`config.mk`:
```
export PLATFORM = sky130hd
export DESIGN_NAME = inep_pingpong
export DESIGN_NICKNAME = d
export VERILOG_FILES = /design/src/rtl/inep_pkg.sv /design/src/rtl/inep_buf.sv /design/src/rtl/inep_wrctl.sv /design/src/rtl/inep_rdctl.sv /design/src/rtl/inep_pingpong.sv
export SDC_FILE = /design/constraint.sdc
export NUM_CORES = 1
export LEC_CHECK = 0
export BUFFER_PORTS_ARGS = -buffer_cell sky130_fd_sc_hd__buf_2
export CAP_MARGIN = 20
export CORE_ASPECT_RATIO = 1.75
export CORE_MARGIN = 4
export CORE_UTILIZATION = 45
export DETAILED_ROUTE_END_ITERATION = 8
export SLEW_MARGIN = 20
export SYNTH_ARGS = -nofsm -noshare
export SYNTH_HDL_FRONTEND = slang
export SYNTH_HIERARCHICAL = 1
export SYNTH_SLANG_ARGS = --single-unit
```
`constraint.sdc`:
```
create_clock -name clk -period 2.9 [get_ports clk]
set_clock_uncertainty 0.05 [all_clocks]
set_input_delay 0.435 -clock clk [delete_from_list [all_inputs] [get_ports clk]]
set_output_delay 0.435 -clock clk [all_outputs]
set_load 0.005 [all_outputs]
```
`src/rtl/inep_pkg.sv`:
```
package inep_pkg;

    // reply of the endpoint to one IN token
    typedef struct packed {
        logic send;
        logic nack;
    } reply_t;

    localparam reply_t REPLY_NONE = '{send: 1'b0, nack: 1'b0};

    // pick the reply for a token given whether the read buffer is committed
    function automatic reply_t token_reply(input logic committed);
        reply_t r;
        r.send = committed;
        r.nack = !committed;
        return r;
    endfunction

    // selector advance between the two buffers
    function automatic logic flip_sel(input logic s);
        return !s;
    endfunction

endpackage

```
`src/rtl/inep_buf.sv`:
```
module inep_buf #(
    parameter int unsigned DEPTH = 64,
    parameter int unsigned W     = 8,
    localparam int unsigned AW   = $clog2(DEPTH),
    localparam int unsigned CW   = $clog2(DEPTH + 1)
) (
    input  logic          clk,
    input  logic          rst,
    input  logic          wr,
    input  logic [W-1:0]  wdata,
    input  logic          commit,
    input  logic          rel,
    input  logic [AW-1:0] raddr,
    output logic          valid,
    output logic [CW-1:0] len,
    output logic [W-1:0]  rdata
);

    logic [W-1:0]  mem [DEPTH];
    logic [CW-1:0] fill;
    logic          room;

    assign room  = fill < CW'(DEPTH);
    assign rdata = mem[raddr];

    always_ff @(posedge clk) begin
        if (wr && room && !commit) begin
            mem[fill[AW-1:0]] <= wdata;
        end
    end

    always_ff @(posedge clk) begin
        if (rst) begin
            fill  <= '0;
            len   <= '0;
            valid <= 1'b0;
        end else begin
            if (commit) begin
                valid <= 1'b1;
                len   <= fill;
                fill  <= '0;
            end else if (wr && room) begin
                fill <= fill + 1'b1;
            end
            if (rel) begin
                valid <= 1'b0;
            end
        end
    end

endmodule

```
`src/rtl/inep_wrctl.sv`:
```
module inep_wrctl (
    input  logic clk,
    input  logic rst,
    input  logic fw_wr_en,
    input  logic fw_commit,
    input  logic sel_busy,
    output logic wr_sel,
    output logic ovr
);
    import inep_pkg::*;

    always_ff @(posedge clk) begin
        if (rst) begin
            wr_sel <= 1'b0;
            ovr    <= 1'b0;
        end else begin
            if (fw_commit && !sel_busy) begin
                wr_sel <= flip_sel(wr_sel);
            end
            if (fw_wr_en && sel_busy) begin
                ovr <= 1'b1;
            end
        end
    end

endmodule

```
`src/rtl/inep_rdctl.sv`:
```
module inep_rdctl #(
    parameter int unsigned DEPTH = 64,
    localparam int unsigned CW   = $clog2(DEPTH + 1)
) (
    input  logic          clk,
    input  logic          rst,
    input  logic          sie_in_tok,
    input  logic          sie_rd,
    input  logic          sie_ack,
    input  logic          sie_timeout,
    input  logic          hit,
    input  logic [CW-1:0] cur_len,
    output logic          rd_sel,
    output logic [CW-1:0] rd_idx,
    output logic          send,
    output logic          nack,
    output logic          toggle,
    output logic          ack_ok
);
    import inep_pkg::*;

    logic   busy;
    reply_t reply;

    assign ack_ok = sie_ack && busy && !sie_in_tok;
    assign send   = reply.send;
    assign nack   = reply.nack;

    always_ff @(posedge clk) begin
        if (rst) begin
            rd_sel <= 1'b0;
            rd_idx <= '0;
            busy   <= 1'b0;
            toggle <= 1'b0;
            reply  <= REPLY_NONE;
        end else begin
            reply <= REPLY_NONE;
            if (sie_in_tok) begin
                reply  <= token_reply(hit);
                busy   <= hit;
                rd_idx <= '0;
            end else if (ack_ok) begin
                busy   <= 1'b0;
                rd_sel <= flip_sel(rd_sel);
                toggle <= !toggle;
            end else if (sie_timeout && busy) begin
                busy <= 1'b0;
            end else if (sie_rd && busy && rd_idx < cur_len) begin
                rd_idx <= rd_idx + 1'b1;
            end
        end
    end

endmodule

```
`src/rtl/inep_pingpong.sv`:
```
module inep_pingpong #(
    parameter int unsigned DEPTH = 64,
    parameter int unsigned W     = 8,
    localparam int unsigned AW   = $clog2(DEPTH),
    localparam int unsigned CW   = $clog2(DEPTH + 1),
    localparam int unsigned NBUF = 2
) (
    input  logic          clk,
    input  logic          rst,
    input  logic          fw_wr_en,
    input  logic [W-1:0]  fw_wr_data,
    input  logic          fw_commit,
    input  logic          fw_txreq_clr,
    input  logic          irq_en_empty,
    input  logic          irq_en_txreq,
    input  logic          sie_in_tok,
    input  logic          sie_rd,
    input  logic          sie_ack,
    input  logic          sie_timeout,
    output logic          sie_send,
    output logic          sie_nack,
    output logic [CW-1:0] sie_len,
    output logic [W-1:0]  sie_data,
    output logic          data_toggle,
    output logic          ep_empty,
    output logic          txreq_flag,
    output logic          ovr_err,
    output logic          irq
);

    logic          valid_v [NBUF];
    logic [CW-1:0] len_v   [NBUF];
    logic [W-1:0]  rdata_v [NBUF];
    logic          wr_sel, rd_sel, ack_ok;
    logic [CW-1:0] rd_idx;

    generate
        for (genvar i = 0; i < NBUF; i++) begin : g_buf
            logic is_wr, is_rd;
            assign is_wr = (wr_sel == 1'(i));
            assign is_rd = (rd_sel == 1'(i));
            inep_buf #(.DEPTH(DEPTH), .W(W)) u_buf (
                .clk    (clk),
                .rst    (rst),
                .wr     (fw_wr_en && is_wr && !valid_v[i]),
                .wdata  (fw_wr_data),
                .commit (fw_commit && is_wr && !valid_v[i]),
                .rel    (ack_ok && is_rd),
                .raddr  (rd_idx[AW-1:0]),
                .valid  (valid_v[i]),
                .len    (len_v[i]),
                .rdata  (rdata_v[i])
            );
        end
    endgenerate

    inep_wrctl u_wr (
        .clk       (clk),
        .rst       (rst),
        .fw_wr_en  (fw_wr_en),
        .fw_commit (fw_commit),
        .sel_busy  (valid_v[wr_sel]),
        .wr_sel    (wr_sel),
        .ovr       (ovr_err)
    );

    inep_rdctl #(.DEPTH(DEPTH)) u_rd (
        .clk         (clk),
        .rst         (rst),
        .sie_in_tok  (sie_in_tok),
        .sie_rd      (sie_rd),
        .sie_ack     (sie_ack),
        .sie_timeout (sie_timeout),
        .hit         (valid_v[rd_sel]),
        .cur_len     (len_v[rd_sel]),
        .rd_sel      (rd_sel),
        .rd_idx      (rd_idx),
        .send        (sie_send),
        .nack        (sie_nack),
        .toggle      (data_toggle),
        .ack_ok      (ack_ok)
    );

    assign sie_len  = len_v[rd_sel];
    assign sie_data = rdata_v[rd_sel];
    assign ep_empty = !(valid_v[0] && valid_v[1]);
    assign irq      = (ep_empty && irq_en_empty) || (txreq_flag && irq_en_txreq);

    // token-seen flag: a token in the same cycle as a clear wins
    always_ff @(posedge clk) begin
        if (rst) begin
            txreq_flag <= 1'b0;
        end else if (sie_in_tok) begin
            txreq_flag <= 1'b1;
        end else if (fw_txreq_clr) begin
            txreq_flag <= 1'b0;
        end
    end

endmodule

```
==> results of run 1 <==
## critical path, cell delays in order, from the launching register on
cell,delay [ns]
dfxtp_4,0.41
buf_12,0.16
mux4_2,0.52
mux4_2,0.55
o221a_1,0.27
a22o_1,0.32
mux2_4,0.33
buf_6,0.12
## cells in the mapped netlist (3+ instances only)
cell	count	area [um2]
nor3b_1	5	37.5
nor2b_1	19	119
or3_1	10	62.6
nand4_1	6	37.5
mux4_1	18	473
a31oi_1	3	18.8
o32ai_1	3	26.3
edfxtp_1	1024	30700
a21oi_1	25	125
mux2_4	9	135
inv_1	13	48.8
dfxtp_1	45	901
mux4_2	237	5340
o221ai_1	16	140
o22ai_1	30	188
mux2_2	16	180
nor2_1	178	668
a221oi_1	14	123
o21ai_0	22	110
nand3_1	14	70.1
mux2i_1	68	681
a22o_1	12	105
or3b_2	7	61.3
or2_2	8	50.1
clkbuf_1	42	158
and3b_1	4	35.0
nand2b_1	14	87.6
o31ai_1	6	45.0
a211oi_1	16	120
and2_1	7	43.8
nand2_1	40	150
or4_1	5	37.5
buf_6	15	169
buf_2	27	135
a22oi_1	5	37.5
buf_1	10	37.5
buf_4	15	113
xor2_1	8	70.1
ha_1	9	113
a211o_1	3	26.3
nor3_1	8	40.0
nand3b_1	5	37.5
o21a_1	3	22.5
## logic make-up after synthesis
family | Yosys count | synth area share [%]
DFF | 1069 | 75.1
muxes | 348 | 16.2
and+or+nand+nor | 336 | 3.80
AOI/OAI and AO/OA | 164 | 2.71
buffers and inverters | 129 | 1.77
xor gates and xnor gates | 10 | 0.208
adders and majority gates | 9 | 0.267
## worst min-delay path by stage
stage / from / end / slack [ns] / cells past startpoint
finish: sie_ack / u_rd/busy / 0.11 / 3
global route: sie_ack / u_rd/busy / 0.12 / 3
CTS: sie_ack / u_rd/busy / 0.06 / 3
detailed placement: u_wr/ovr / u_wr/ovr / 0.41 / 2
global placement: u_wr/ovr / u_wr/ovr / 0.40 / 2
floorplan: g_buf[1].u_buf/len[0] / g_buf[1].u_buf/len[0] / 0.40 / 2
## metal layers
layer | up-vias | track usage, % | part of all wire (%)
met5 | - | 0 | 0
met4 | 0 | 10.5 | 5.4
met3 | 209 | 2.79 | 4.1
met2 | 614 | 40.7 | 56
met1 | 11400 | 24.2 | 35
li1 | 9291 | - | -
## sequential cells by signal (all words and copies together) (netlist names)
signal,cells
g_buf.u_buf/fill,14
g_buf.u_buf/len,14
g_buf.u_buf/mem,1024
g_buf.u_buf/valid,2
txreq_flag,1
u_rd/busy,1
u_rd/nack,1
u_rd/rd_idx,7
u_rd/rd_sel,1
u_rd/send,1
u_rd/toggle,1
u_wr/ovr,1
u_wr/wr_sel,1
## where the power goes
part | leakage, nW | internal, mW | switching, mW
clock | 1.50 | 7.06 | 5.56
combinational | 4.89 | 0.182 | 0.438
sequential | 9.57 | 16.9 | 0.0215
## stage by stage
stage / util [%] / cell area [um2] / power [mW]
2_1_floorplan: - / 42100 / 17.5
3_3_place_gp: 49.6 / 46100 / 17.9
3_5_place_dp: 49.6 / 46100 / 17.9
4_1_cts: 53.6 / 49900 / 30.4
5_1_grt: 53.9 / 50100 / 31.1
6_report: 53.9 / 50100 / 30.2
## area by class of cell
type                    instances  area [um2]  share of cell area, %
flip-flops and latches       1069       31700                   63.2
multi-input cells             867       10100                   20.2
repair buffers                399        3700                   7.38
clock buffers                 111        2460                   4.91
well taps                    1200        1500                   3.00
clock inverters                58         622                   1.24
inverters                      14        52.6                  0.105
diodes                          1        2.50                0.00499
## repair_timing
| action | 4_1_cts | 5_1_grt |
|---|---|---|
| cloned | 1 | 0 |
| pin swaps | 7 | 8 |
| setup endpoints to repair | 8 | 11 |
| endpoints found under the hold margin | 4 | 0 |
| hold buffers | 4 | 0 |
| buffers inserted | 26 | 14 |
| resized for setup | 84 | 26 |
==> results.md, run 1 <==
- CP Launch Type: flop
- RSZ-0062 raised after global routing: true
- Post-Syn Nets: 2093
- Setup TNS: -7.06 ns
- Netlist cell types: 61
- Routed WL: 106 mm
- Row Count: 148
- Pin count of the biggest net entering global routing: 97
- Synthesized area per cell: 20.4 um2
- First-pass GRT wire length: 155 mm
- Antenna violations before repair: 3
- FF-to-FF setup slack: 0.20 ns
- Buffers on Ports: 40
- Commonest non-fill, non-tap cells in the layout: 1024 x edfxtp_1, 302 x buf_4, 241 x mux4_2, 178 x nor2_1, 96 x clkbuf_16
- Total track usage: 21.7%
- Synthesized instance count: 2065
- WL/cell: 28.6 um
- Final-layout fill cell count: 7220
- Critical path class: flop to primary output
- End point of the critical path: sie_data[0]
- TritonRoute pass-1 iters: 5
- Worst EP required: 2.41 ns
- CP Capture Type: primary output
- Clock Pin Slew Worst Setup and Hold Paths: 0.07 ns
- Chip height: 413 um
- Highest ir drop seen on vdd: 0.595 mV
- Num CTS Buffers: 92
- Tmin final: 3.89 ns
- Commonest non-fill, non-tap cell in the layout: edfxtp_1
- Die footprint: 0.0988 mm2
- Number of synthesized flops with an enable pin: 1024
- Outcome: finished, violations left
- Final antenna-violating net count: 0
- Post-DP HPWL: 71.2 mm
- Die width: 239 um
- DRC viols: 0
- IO Pins: 41
- Crit share post-route: 134%
- GRT overflow: 0
- Worst-margin pin slew: 0.943 ns
- Worst Path Arrival: 3.40 ns
- Ys async rst share: 0%
- Worst hold-check path type: primary input to flop
- CORE AREA: 0.0930 mm2
- Vias per cell: 5.79
- Vias in the first global route: 22700
- Pwr Density: 602 mW/mm2
- Post-place setup slack: -0.678 ns
- Synthesized cell area: 0.0421 mm2
- Clk_lat worst skew: 0.68 ns
- RR Startpoint: u_rd/rd_sel
- Upper clock frequency limit: 257 MHz
- Clk buf depth: 3
- Flops & latches, synth: 1069
- Lkg Pwr: 16.0 nW
- Depth of the worst register-to-register path: 8
- Initial DRC count: 1848
- Yosys warnings: 6
- Final setup fails: 8
- Layout cells sized above 1: 34.9%
- Worst Hold Margin: 0.106 ns
- Via count: 21500
- Top FF cell, synth: edfxtp_1
- CTS tree: done
- Layout Area Growth over Synthesis: 18.9%
- Crit Path Max Fanout: 11
- Failing checks: negative setup slack
- PnR worst setup slack: -0.987 ns
- Root Buffer: clkbuf_16
- Gp weighted congestion: 0.864
- Relative slew margins: 36.8%
- Count of final hold-check violations: 0
- Post-route insts no fill: 3719
- Max-cap violations: 0
- Reg2Reg Capture Point: u_rd/rd_idx[3]
- # clock sinks: 1069
- Worst Setup SP: u_rd/rd_idx[0]
- H-tree levels: 3
- Initial core utilization: 45.3%
- Final layout net count: 2471
- Seq/Total Area, Yosys: 75.1%
- Final Max Slew Viols: 0
- Dpl cells: 3507
(Power assumes the default switching activity.)
==> run 2: changes to the inputs <==
==> constraint.sdc (replaced) <==
create_clock -name clk -period 2.9 [get_ports clk]
set_clock_uncertainty 0.05 [all_clocks]
set_input_delay 0.58 -clock clk [delete_from_list [all_inputs] [get_ports clk]]
set_output_delay 0.58 -clock clk [all_outputs]
set_load 0.005 [all_outputs]
==> results.md, run 2 (same netlist as run 1, synthesis figures left out) <==
- Outcome: finished, violations left
- Failing checks: negative setup slack
- CTS tree: done
- Most numerous cell on the critical path: mux4_2
- Layout Area Growth over Synthesis: 19.3%
- Critical path class: flop to primary output
- Crit Path Max Fanout: 6 (-5)
- Worst Path Arrival: 3.44 ns (+0.04 ns)
- Chip height: 413 um (unchanged)
- Worst-margin pin slew: 0.851 ns (-0.0912 ns)
- Row Count: 148 (unchanged)
- GRT overflow: 0 (unchanged)
- CP peak stage delay: 0.54 ns (about the same)
- Post-DP HPWL: 72.9 mm (+2.4%)
- DRC viols: 0 (unchanged)
- Finished Cell Area: 0.0503 mm2 (+0.37%)
- PnR worst setup slack: -1.17 ns (-0.181 ns)
- # clock sinks: 1069 (unchanged)
- Count of final hold-check violations: 0 (unchanged)
- DP Area: 0.0463 mm2 (+0.43%)
- Pwr Density: 595 mW/mm2 (-1.3%)
- Die width: 239 um (unchanged)
- Via count: 21700 (+0.90%)
- Gp weighted congestion: 0.894 (+3.5%)
- Crit share post-route: 140% (+6.2 points)
- Initial DRC count: 1684 (-8.9%)
- Post-place setup slack: -0.709 ns (-0.0313 ns)
- Tmin final: 4.07 ns (+0.181 ns)
- Buffers on Ports: 40 (unchanged)
- Worst EP required: 2.27 ns (-0.14 ns)
- Clock Pin Slew Worst Setup and Hold Paths: 0.07 ns (about the same)
- Layout cells sized above 1: 36.0% (+1.0 points)
- Root Buffer: clkbuf_16
- Dpl cells: 3550 (+1.2%)
- Worst Hold Margin: 0.137 ns (+0.0317 ns)
- Clk buf depth: 3 (unchanged)
- Worst hold-check path type: primary input to flop
- Total number of cells along the worst setup path: 8 (+1)
- Commonest non-fill, non-tap cells in the layout: 1024 x edfxtp_1, 345 x buf_4, 240 x mux4_2, 178 x nor2_1, 99 x clkbuf_16
- CP Launch Type: flop
- Die footprint: 0.0988 mm2 (unchanged)
- Antenna violations before repair: 5 (+2)
- Final setup fails: 8 (unchanged)
- CORE AREA: 0.0930 mm2 (unchanged)
- Hold_buf cts: 0 (-4)
- Highest ir drop seen on vdd: 0.542 mV (-9.0%)
- Vias per cell: 5.79 (about the same)
- First-pass GRT wire length: 155 mm (+0.29%)
- Pin count of the biggest net entering global routing: 85 (-12%)
- Critical path cell sequence: buf_12, clkbuf_16, mux4_2, mux4_2, o221a_1, a22o_1, mux2_4, buf_6
- WL/cell: 28.8 um (+0.89%)
- Depth of the worst register-to-register path: 8 (unchanged)
- Initial core utilization: 45.3% (unchanged)
- CP Capture Type: primary output
- CP top delay family: multiplexers
- Vias in the first global route: 22800 (+0.54%)
- Routed WL: 108 mm (+1.7%)
- Max-cap violations: 0 (unchanged)
- Final layout net count: 2506 (+1.4%)
- Total track usage: 21.7% (about the same)
- Fin util: 54.1% (+0.20 points)
- Number of flip-flops in the largest register: 1024 (unchanged)
- Clk_lat worst skew: 0.69 ns (about the same)
- Relative slew margins: 43.2% (+6.5 points)
- Buf+Inv Stages, Crit Path: 3 (+1)
- RSZ-0062 raised after global routing: true
- Final Max Slew Viols: 0 (unchanged)
- Post-route insts no fill: 3749 (+0.81%)
- Final antenna-violating net count: 0 (unchanged)
- Num CTS Buffers: 91 (-1.1%)
- TritonRoute pass-1 iters: 5 (unchanged)
- Commonest non-fill, non-tap cell in the layout: edfxtp_1
- Lkg Pwr: 16.1 nW (+0.97%)
- WHS Path Cells: 3 (unchanged)
- Upper clock frequency limit: 246 MHz (-4.5%)
- H-tree levels: 3 (unchanged)
- Slowest CP cell: mux4_2
- IO Pins: 41 (unchanged)
run 2: cell types whose count changed in the layout (fill, tap and decap cells not counted), moves of 4 or more:
cell	delta
mux2i_2	+6
clkbuf_1	-6
dlygate4sd3_1	-4
a221oi_1	-5
buf_12	-12
a211oi_4	+4
buf_4	+43
clkinv_1	+4
buf_6	+6
run 2: report_power, final:
part	internal [mW]	switching [mW]	total, mW
Combinational	0.185	0.438	0.624
Clock	6.88	5.47	12.3
Sequential	16.9	0.0243	16.9
Total	24.0	5.93	29.9
run 2: area by class of cell:
type,instances,area [um2]
timing repair buffer,435,3900
tap,1200,1500
clock buffer,104,2410
inverter,14,52.6
clock inverter,59,591
antenna,1,2.50
sequential,1069,31700
fill,7128,42700
multi-input combinational,867,10200
run 2: metal layers:
metal  track usage [%]  vias to the layer above  part of all wire [%]
met1              24.0                    11500                    34
met2              41.0                      618                    56
met4              10.6                        0                   5.2
li1                  -                     9346                     -
met5                 0                        -                     0
met3              2.52                      215                   4.0
run 2: through the flow:
stage	power (mW)	TNS, ns
3_3_place_gp	17.9	-5.42
4_1_cts	30.2	-8.89
6_report	29.9	-8.60
2_1_floorplan	17.5	0
5_1_grt	30.8	-8.91
3_5_place_dp	17.9	-5.39
run 2: what timing repair did:
action	in CTS	in global routing
setup endpoints to repair	8	8
setup buffers	4	27
gates cloned	0	4
pin swaps	2	11
gates resized for setup	31	87
run 2: worst register-to-register path: stages, from the launching register on:
cell and delay, ns:
dfxtp_1 0.64, mux2_2 0.35, inv_1 0.08, ha_1 0.29
nand4_1 0.11, a21oi_1 0.67, buf_4 0.27, or3b_1 0.12
a21oi_1 0.07
run 2: path summary, 6_finish.rpt:
path                                      from              to  slack [ns]
worst min-delay path                  fw_wr_en        u_wr/ovr        0.14
worst min register to register        u_wr/ovr        u_wr/ovr        0.43
worst max-delay path            u_rd/rd_idx[0]     sie_data[0]       -1.17
worst max register to register     u_rd/rd_sel  u_rd/rd_idx[1]        0.16
